## src/rtl/wtb_pkg.sv

```systemverilog
package wtb_pkg;

    typedef enum logic {
        DRN_IDLE = 1'b0,
        DRN_BUSY = 1'b1
    } drain_state_e;

    function automatic int ptr_width(input int depth);
        return (depth > 1) ? $clog2(depth) : 1;
    endfunction

endpackage

```

## src/rtl/wtb_slots.sv

```systemverilog
module wtb_slots #(
    parameter int DEPTH = 4,
    parameter int AW    = 32,
    parameter int DW    = 32
) (
    input  logic                 clk,
    input  logic                 rst_n,
    input  logic                 push,
    input  logic [AW-1:0]        push_addr,
    input  logic [DW-1:0]        push_data,
    input  logic                 pop,
    output logic                 head_valid,
    output logic [AW-1:0]        head_addr,
    output logic [DW-1:0]        head_data,
    output logic [$clog2(DEPTH+1)-1:0] occ,
    output logic                 full
);
    localparam int PW = wtb_pkg::ptr_width(DEPTH);
    localparam int CW = $clog2(DEPTH + 1);
    localparam logic [PW-1:0] LAST = PW'(DEPTH - 1);

    typedef struct packed {
        logic [DEPTH-1:0]         vld;
        logic [DEPTH-1:0][AW-1:0] adr;
        logic [DEPTH-1:0][DW-1:0] dat;
        logic [PW-1:0]            hd;
        logic [PW-1:0]            tl;
    } slot_st_t;

    slot_st_t s_d, s_q;

    function automatic logic [PW-1:0] step_ptr(input logic [PW-1:0] p);
        return (p == LAST) ? '0 : p + 1'b1;
    endfunction

    always_comb begin
        s_d = s_q;
        // release first so that a store arriving in the freeing cycle
        // can reuse the same slot when the ring was full
        if (pop) begin
            s_d.vld[s_q.hd] = 1'b0;
            s_d.hd          = step_ptr(s_q.hd);
        end
        if (push) begin
            s_d.vld[s_q.tl] = 1'b1;
            s_d.adr[s_q.tl] = push_addr;
            s_d.dat[s_q.tl] = push_data;
            s_d.tl          = step_ptr(s_q.tl);
        end
    end

    always_ff @(posedge clk or negedge rst_n) begin
        if (!rst_n) begin
            s_q <= '0;
        end else begin
            s_q <= s_d;
        end
    end

    assign head_valid = s_q.vld[s_q.hd];
    assign head_addr  = s_q.adr[s_q.hd];
    assign head_data  = s_q.dat[s_q.hd];
    assign occ        = CW'($countones(s_q.vld));
    assign full       = &s_q.vld;


    no_overflow_chk: assert property (@(posedge clk) disable iff (!rst_n)
        push |-> (!full || pop));


    pop_occupied_chk: assert property (@(posedge clk) disable iff (!rst_n)
        pop |-> head_valid);


    occupancy_chk: assert property (@(posedge clk) disable iff (!rst_n)
        $past(rst_n) |-> (int'(occ) == int'($past(occ)) + int'($past(push)) - int'($past(pop))));

endmodule

```

## src/rtl/wtb_drain.sv

```systemverilog
module wtb_drain
    import wtb_pkg::*;
#(
    parameter int AW = 32,
    parameter int DW = 32
) (
    input  logic          clk,
    input  logic          rst_n,
    input  logic          head_valid,
    input  logic [AW-1:0] head_addr,
    input  logic [DW-1:0] head_data,
    input  logic          mem_ready,
    output logic          mem_valid,
    output logic [AW-1:0] mem_addr,
    output logic [DW-1:0] mem_data,
    output logic          pop,
    output logic          busy
);
    typedef struct packed {
        drain_state_e  st;
        logic [AW-1:0] adr;
        logic [DW-1:0] dat;
    } drn_st_t;

    drn_st_t r_d, r_q;

    always_comb begin
        r_d = r_q;
        pop = 1'b0;
        unique case (r_q.st)
            DRN_IDLE: begin
                if (head_valid) begin
                    r_d.st  = DRN_BUSY;
                    r_d.adr = head_addr;
                    r_d.dat = head_data;
                end
            end
            DRN_BUSY: begin
                if (mem_ready) begin
                    pop    = 1'b1;
                    r_d.st = DRN_IDLE;
                end
            end
            default: r_d.st = DRN_IDLE;
        endcase
    end

    always_ff @(posedge clk or negedge rst_n) begin
        if (!rst_n) begin
            r_q <= '{st: DRN_IDLE, adr: '0, dat: '0};
        end else begin
            r_q <= r_d;
        end
    end

    assign busy      = (r_q.st == DRN_BUSY);
    assign mem_valid = busy;
    assign mem_addr  = r_q.adr;
    assign mem_data  = r_q.dat;


    mem_hold_stable_chk: assert property (@(posedge clk) disable iff (!rst_n)
        (mem_valid && !mem_ready) |=> (mem_valid && $stable(mem_addr) && $stable(mem_data)));


    drop_after_take_chk: assert property (@(posedge clk) disable iff (!rst_n)
        $fell(mem_valid) |-> $past(mem_ready));


    release_gap_chk: assert property (@(posedge clk) disable iff (!rst_n)
        pop |=> !mem_valid);

endmodule

```

## src/rtl/wtb_hold.sv

```systemverilog
module wtb_hold (
    input  logic wr_req,
    input  logic rd_miss,
    input  logic full,
    input  logic pop,
    input  logic empty,
    output logic accept,
    output logic hold,
    output logic fetch_go
);
    logic wr_blocked;
    logic rd_blocked;

    always_comb begin
        accept     = wr_req && (!full || pop);
        wr_blocked = wr_req && !accept;
        rd_blocked = rd_miss && !empty;
        hold       = wr_blocked || rd_blocked;
        fetch_go   = rd_miss && empty;
    end

endmodule

```

## src/rtl/wt_post_buffer.sv

```systemverilog
module wt_post_buffer #(
    parameter int DEPTH = 4,
    parameter int AW    = 32,
    parameter int DW    = 32
) (
    input  logic          clk,
    input  logic          rst_n,
    input  logic          cpu_wr_req,
    input  logic [AW-1:0] cpu_wr_addr,
    input  logic [DW-1:0] cpu_wr_data,
    input  logic          cpu_rd_miss,
    output logic          cpu_hold,
    output logic          fetch_go,
    output logic          mem_wr_valid,
    input  logic          mem_wr_ready,
    output logic [AW-1:0] mem_wr_addr,
    output logic [DW-1:0] mem_wr_data,
    output logic          buf_empty
);
    localparam int CW = $clog2(DEPTH + 1);

    logic          accept;
    logic          pop;
    logic          busy;
    logic          full;
    logic [CW-1:0] occ;
    logic          head_valid;
    logic [AW-1:0] head_addr;
    logic [DW-1:0] head_data;

    wtb_slots #(.DEPTH(DEPTH), .AW(AW), .DW(DW)) u_slots (
        .clk        (clk),
        .rst_n      (rst_n),
        .push       (accept),
        .push_addr  (cpu_wr_addr),
        .push_data  (cpu_wr_data),
        .pop        (pop),
        .head_valid (head_valid),
        .head_addr  (head_addr),
        .head_data  (head_data),
        .occ        (occ),
        .full       (full)
    );

    wtb_drain #(.AW(AW), .DW(DW)) u_drain (
        .clk        (clk),
        .rst_n      (rst_n),
        .head_valid (head_valid),
        .head_addr  (head_addr),
        .head_data  (head_data),
        .mem_ready  (mem_wr_ready),
        .mem_valid  (mem_wr_valid),
        .mem_addr   (mem_wr_addr),
        .mem_data   (mem_wr_data),
        .pop        (pop),
        .busy       (busy)
    );

    // slots stay occupied while in flight, so the busy term only guards
    // against a launch register that outlives its slot
    assign buf_empty = (occ == '0) && !busy;

    wtb_hold u_hold (
        .wr_req   (cpu_wr_req),
        .rd_miss  (cpu_rd_miss),
        .full     (full),
        .pop      (pop),
        .empty    (buf_empty),
        .accept   (accept),
        .hold     (cpu_hold),
        .fetch_go (fetch_go)
    );


    fetch_quiet_chk: assert property (@(posedge clk) disable iff (!rst_n)
        fetch_go |=> !mem_wr_valid);


    miss_waits_chk: assert property (@(posedge clk) disable iff (!rst_n)
        (cpu_rd_miss && mem_wr_valid) |-> (cpu_hold && !fetch_go));


    full_pass_chk: assert property (@(posedge clk) disable iff (!rst_n)
        (cpu_wr_req && full && mem_wr_valid && mem_wr_ready) |-> !cpu_hold);


    empty_idle_chk: assert property (@(posedge clk) disable iff (!rst_n)
        buf_empty |-> (!mem_wr_valid && !full));

endmodule

```

## config.mk

```make
export PLATFORM = sky130hd
export DESIGN_NAME = wt_post_buffer
export DESIGN_NICKNAME = d
export VERILOG_FILES = /design/src/rtl/wtb_pkg.sv /design/src/rtl/wtb_slots.sv /design/src/rtl/wtb_drain.sv /design/src/rtl/wtb_hold.sv /design/src/rtl/wt_post_buffer.sv
export SDC_FILE = /design/constraint.sdc
export NUM_CORES = 1
export LEC_CHECK = 0
export BUFFER_PORTS_ARGS = -buffer_cell sky130_fd_sc_hd__buf_2
export CAP_MARGIN = 10
export CORE_AREA = 10 10 167 169
export DETAILED_ROUTE_END_ITERATION = 10
export DIE_AREA = 0 0 177 179
export GPL_TIMING_DRIVEN = 0
export MAX_ROUTING_LAYER = met4
export PLACE_DENSITY = 0.79
export SYNTH_ARGS = -nofsm -noshare
export SYNTH_HDL_FRONTEND = slang
export SYNTH_SLANG_ARGS = --single-unit
```

## constraint.sdc

```tcl
create_clock -name clk -period 2.2 [get_ports clk]
set_input_delay 0.44 -clock clk [delete_from_list [all_inputs] [get_ports clk]]
set_output_delay 0.44 -clock clk [all_outputs]
set_load 0.02 [all_outputs]
```

# Word level (Yosys, flattened, before mapping)
# Index checks and enable logic that the tools add are counted.
dict set report totals {
  regBits 329
  latch_bits 0
  ram_bits 0
  mem_bits_ro 0
  out_inout_bits 68
  wordCells 68
  mem_count 0
}
dict set report op_classes {
  n_addsub 5
  multipliers 0
  div 0
  magnitude_cmp 4
  eq_ne 2
  shift 0
  muxes 23
  bitwise_logic 4
  n_reduce_logical 16
}
# op count
set op_table {}
lappend op_table {{$mux W260} 1}
lappend op_table {{$bwmux W128} 2}
lappend op_table {{$bmux W32 S2} 2}
lappend op_table {{$mux W32} 3}
lappend op_table {{$mux W65} 1}
lappend op_table {{$demux W32 S2} 1}
lappend op_table {{$logic_and A1 B1 Y1} 7}
lappend op_table {{$lt A2 B3 Y1 const B} 2}
lappend op_table {{$mux W1} 6}
lappend op_table {{$add A1 B1 Y2} 2}
lappend op_table {{$add A2 B1 Y2 const B} 2}
lappend op_table {{$and A4 B4 Y4} 1}
lappend op_table {{$demux W1 S2} 2}
lappend op_table {{$eq A2 B2 Y1 const B} 2}
lappend op_table {{$ge A2 B1 Y1 const B} 2}
lappend op_table {{$logic_not A1 Y1} 4}
lappend op_table {{$mux W2} 2}
lappend op_table {{$mux W4} 1}
lappend op_table {{$not A4 Y4} 1}
lappend op_table {{$or A4 B4 Y4} 1}
lappend op_table {{$reduce_and A4 Y1} 1}
lappend op_table {{$add A3 B3 Y3} 1}
lappend op_table {{$logic_not A3 Y1} 1}
lappend op_table {{$bmux W1 S2} 1}
lappend op_table {{other kinds (4)} 5}

# Depth between registers and ports, before layout
dict set report depth {
  ltp_word 9
  depth_mapped 8
  ltp_nobuf 7
}

# Hierarchy
# A second synthesis with hierarchy kept.
dict set report hier_totals {
  cells_unflattened 817
  hier_area_um2 14435.1
}
# mod n_inst cells_each area_per_inst_um2
set modules_own_cells {}
lappend modules_own_cells {wtb_slots 1 670 11641.2}
lappend modules_own_cells {wtb_drain 1 141 2748.9}
lappend modules_own_cells {wtb_hold 1 5 32.5}
lappend modules_own_cells {wt_post_buffer 1 1 12.5}

# Worst setup path before layout
# No wires, ideal clock.
dict set report synth_timing {
  kind {register to output}
  start {register u_slots.s_q[262] (netlist bit)}
  end {output cpu_hold}
  arrival_ns 2.284
  path_slack_ns -0.524
  path_stages_with_launch 8
  path_buffers 0
  cell_sequence {dfrtp_1 -> ha_1 -> ha_1 -> inv_1 -> fa_1 -> nand2_1 -> nor3_1 -> o21ai_0}
}
dict set report synth_between {
  elab_chain_cells 7
  word_cells_on_any_way 13
}
# element line_no
set synth_lines {}
lappend synth_lines {{start, declared} wtb_slots.sv:30} ;# slot_st_t s_d, s_q;
lappend synth_lines {{start signal, assigned} wtb_slots.sv:54} ;# s_q <= '0;
lappend synth_lines {{start signal, assigned} wtb_slots.sv:56} ;# s_q <= s_d;
lappend synth_lines {{$add A1 B1 Y2 (not written as such)} wtb_slots.sv:63} ;# assign occ = CW'($countones(s_q.vld));
lappend synth_lines {{$add A3 B3 Y3 (not written as such)} wtb_slots.sv:63}
lappend synth_lines {{$logic_not A3 Y1} wt_post_buffer.sv:61} ;# assign buf_empty = (occ == '0) && !busy;
lappend synth_lines {{$logic_and A1 B1 Y1} wt_post_buffer.sv:61}
lappend synth_lines {{named net buf_empty} wt_post_buffer.sv:18} ;# output logic buf_empty
lappend synth_lines {{$logic_not A1 Y1} wtb_hold.sv:17} ;# rd_blocked = rd_miss && !empty;
lappend synth_lines {{$logic_and A1 B1 Y1} wtb_hold.sv:17}
lappend synth_lines {{$logic_or A1 B1 Y1} wtb_hold.sv:18} ;# hold = wr_blocked || rd_blocked;
lappend synth_lines {{end, declared} wt_post_buffer.sv:12} ;# output logic cpu_hold,
# The timed path passes the listed nets, and every way through them passes these cells.

# Final worst setup path
dict set report layout_timing {
  start {register u_slots.s_q[262] (netlist bit)}
  end {output cpu_hold}
}
dict set report layout_between {
  elab_chain_cells 7
  word_cells_on_any_way 13
}
# element line_no
set layout_lines {}
lappend layout_lines {{$add A1 B1 Y2 (not written as such) or $reduce_and A4 Y1 (tied branches)} {wtb_slots.sv:63, wtb_slots.sv:64}}
lappend layout_lines {{$add A3 B3 Y3 (not written as such) or $logic_not A1 Y1 (tied branches)} {wtb_slots.sv:63, wtb_hold.sv:15}}
lappend layout_lines {{$logic_not A3 Y1 or $logic_or A1 B1 Y1 (tied branches)} {wt_post_buffer.sv:61, wtb_hold.sv:15}}
lappend layout_lines {{$logic_and A1 B1 Y1, on equally long branches} {wt_post_buffer.sv:61, wtb_hold.sv:15}}
lappend layout_lines {{$logic_not A1 Y1, on equally long branches} {wtb_hold.sv:17, wtb_hold.sv:16}}
lappend layout_lines {{$logic_and A1 B1 Y1, on equally long branches} {wtb_hold.sv:17, wtb_hold.sv:16}}
lappend layout_lines {{$logic_or A1 B1 Y1 *} wtb_hold.sv:18}
# Mark *: on every way between the ends. The rest lies on a longest branch, timed or not.

==> flow_metrics.tcl <==
set metrics [dict create \
    worst_pin_slew_ns 0.7209 \
    slew_viol_final 0 \
    initial_core_util_pct 57.74 \
    reg2reg_depth 5 \
    cp_top_family "adder cells" \
    tns_ns -1.973 \
    fin_skew_ns 0.02135 \
    cp-start-kind "flop" \
    setup_ws_ns -0.6927 \
    crit_required_ns 1.76 \
    wirelength_um 28630 \
    antenna_found_initial 4 \
    finish.net_count 1083 \
    hp-start "cpu_wr_addr[27]" \
    p_leak_uw 0.007483 \
    pwr-share-seq_pct 37.2 \
    slew_headroom_pct 51.94 \
    p_sw_uw 9051 \
    vias 7551 \
    die_h_um 179 \
    wl_per_cell_um 21.08 \
    p_per_area_mw_per_mm2 1740 \
    finalCritPeriodShare_pct 131.5 \
    cp_max_fo 2 \
    worstPathBufferInverterCount 2 \
    cts-root-buf "clkbuf_16" \
    grt_pass1_wl_um 46640 \
    synth_area_per_cell_um2 17.36 \
    rsz0062_at_grt "yes" \
    drtPass1Iterations 4 \
    comb_power_share_pct 42.4 \
    rows 58 \
    seq_area_frac_synth_pct 57.62 \
    clkLatencyLatePin_ns 0.51 \
    fin_util_pct 67.57 \
    fillers 1687 \
    syn-num-nets 905 \
    crit_top_cell "ha_1" \
    clock_sinks 329 \
    totalPowerFinal_uw 29090 \
    synth_warnings 0 \
    cts_buffers 35 \
    synth_area_mm2 0.01429 \
    netlist_instances 823 \
    slowest_stage "fa_1" \
    arrival_ns 2.45 \
    post-dp-hpwl_um 19000 \
    hp-class "primary input to flop" \
    status "finished, violations left" \
    end_kind "primary output" \
    core_mm2 0.02475 \
    drv_cap 0 \
    die_area_mm2 0.03168 \
    viasPerCell 5.560 \
    io_pins 137 \
    fin_crit_ns 2.893 \
    grt_overflow_total 0 \
    multi_input_area_mm2 0.005568 \
    pwr-share-clk_pct 20.4 \
    drtAntennaViolNets 0 \
    grt_pass1_vias 8549 \
    hold_viol 0 \
    clockBufferDepth 3 \
    crit_chain "ha_1 > ha_1 > inv_1 > fa_1 > nand2_2 > nor3_4 > o21ai_4 > buf_6" \
    setup_viol 3 \
    drive_above_1_share_pct 60.35 \
    swShare_pct 31.11 \
    timing.rr.start "u_slots.s_q[3]" \
    drt_iter0_drc 331 \
    p_int_uw 20040 \
    gr-usage-all-layers_pct 19.11 \
    die_w_um 177 \
    ff_latch_area_mm2 0.008233 \
    clock.fmax_mhz 345.7 \
    synth_cell_types 26 \
    critPathKind "flop to primary output" \
    reg2reg_slack_ns 0.13 \
    grt_max_degree 108 \
    hold_depth 2 \
    area_growth_pct 17.02 \
    cts_tree "yes" \
    clkTransAtPathRegs_ns 0.06 \
    synth-seq-cells 329 \
    place.gp.congestion 0.7684 \
    drc 0 \
    htree_levels 2 \
    violations "setup timing" \
    peakVddDrop_mv 0.9674 \
    max_stage_delay_ns 0.50 \
    port_buffers 136 \
    r2r_end "u_drain.mem_addr[25]" \
]
## per-stage QoR
step / setup WS (ns) / cells / cell area [um^2] / hold WS [ns]
3_3_place_gp: -5.601 / 1289 / 15410 / 0.4617
4_1_cts: -0.7069 / 1354 / 16700 / 0.1907
2_1_floorplan: -0.07551 / 823 / 14320 / 0.1444
5_1_grt: -0.7866 / 1358 / 16720 / 0.1980
3_5_place_dp: -0.2083 / 1292 / 15510 / 0.4291
6_report: -0.6927 / 1358 / 16720 / 0.2036
## layout make-up
class                      instances  area share (%)
clock inverter                    12          0.9578
buffer                            51           2.971
clock buffer                      48           5.964
inverter                           9          0.2020
sequential                       329           49.24
timing repair buffer             142           4.841
tap                              330           2.469
antenna                            4         0.05986
multi-input combinational        433           33.30
## power groups by stage
| stage | registers [uW] | logic [uW] | clock network (uW) |
|---|---|---|---|
| 3_5_place_dp | 10900 | 12400 | 0 |
| 4_1_cts | 10800 | 12500 | 6050 |
| 6_report | 10800 | 12300 | 5950 |
| 2_1_floorplan | 11100 | 9000 | 0 |
| 5_1_grt | 11200 | 13400 | 6320 |
| 3_3_place_gp | 10700 | 12000 | 0 |
## layout by cell type (no fill, tap or decap), types with 10 or more instances in the layout
cell / netlist / routed
dfrtp_1: 329 / 329
mux2_2: 280 / 280
buf_4: 9 / 12
ha_1: 12 / 12
nand2_1: 11 / 10
buf_2: 8 / 140
buf_6: 26 / 28
mux2_1: 17 / 17
mux4_2: 64 / 64
mux2_4: 27 / 27
clkbuf_16: 0 / 37
clkbuf_1: 5 / 10
## Yosys cell counts
cell      count  area share, %
dfrtp_1     329             58
mux2_2      280             22
mux4_2       64             10
mux2_4       27            2.8
buf_6        26            2.0
mux2_1       17            1.3
ha_1         12            1.1
nand2_1      11           0.29
buf_4         9           0.47
inv_1         9           0.24
nand3_1       9           0.32
buf_2         8           0.28
clkbuf_1      5           0.13
buf_12        3           0.42
mux2i_1       2           0.14
nor2_1        2          0.053
a21bo_2       1          0.070
a21o_1        1          0.053
buf_8         1           0.11
fa_1          1           0.14
nand2b_1      1          0.044
nor3_1        1          0.035
nor4_1        1          0.044
o21ai_0       1          0.035
o22ai_1       1          0.044
or2_0         1          0.044
## what timing repair did
item	4_1_cts	5_1_grt
endpoints found under the setup margin	14	47
buffers inserted	2	0
pin swaps	2	0
gates resized for setup	6	2
hold buffers	1	0
hold endpoints to repair	66	0
## worst max path at each step
stage                      from                    endpoint  slack [ns]  cells after the start
4_1_cts        u_slots.s_q[262]                    fetch_go       -0.71                      7
6_report       u_slots.s_q[262]                    cpu_hold       -0.69                      8
2_1_floorplan  u_slots.s_q[262]                    cpu_hold       -0.08                      7
3_5_place_dp   u_slots.s_q[262]                    cpu_hold       -0.21                      8
3_3_place_gp              rst_n  asynchronous set/reset pin       -5.60                      1
5_1_grt        u_slots.s_q[262]                    cpu_hold       -0.79                      8
## per-layer routing
metal / global-route usage, % / vias up / part of all wire, %
li1: - / 3402 / -
met1: 24.39 / 3963 / 44
met2: 30.91 / 146 / 49
met3: 4.191 / 40 / 4.7
met4: 4.378 / 0 / 1.7
met5: - / - / 0
## cells by family (layout without fill, tap and decap cells)
group	Yosys count	in the layout	synth area share [%]
compound gates	4	4	0.2014
fa+ha+maj	13	13	1.191
other cells	0	4	0
simple gates	26	26	0.8232
mux	390	390	36.47
buf+inv	61	262	3.695
flops	329	329	57.62
Power figures use the tool's default switching activity.
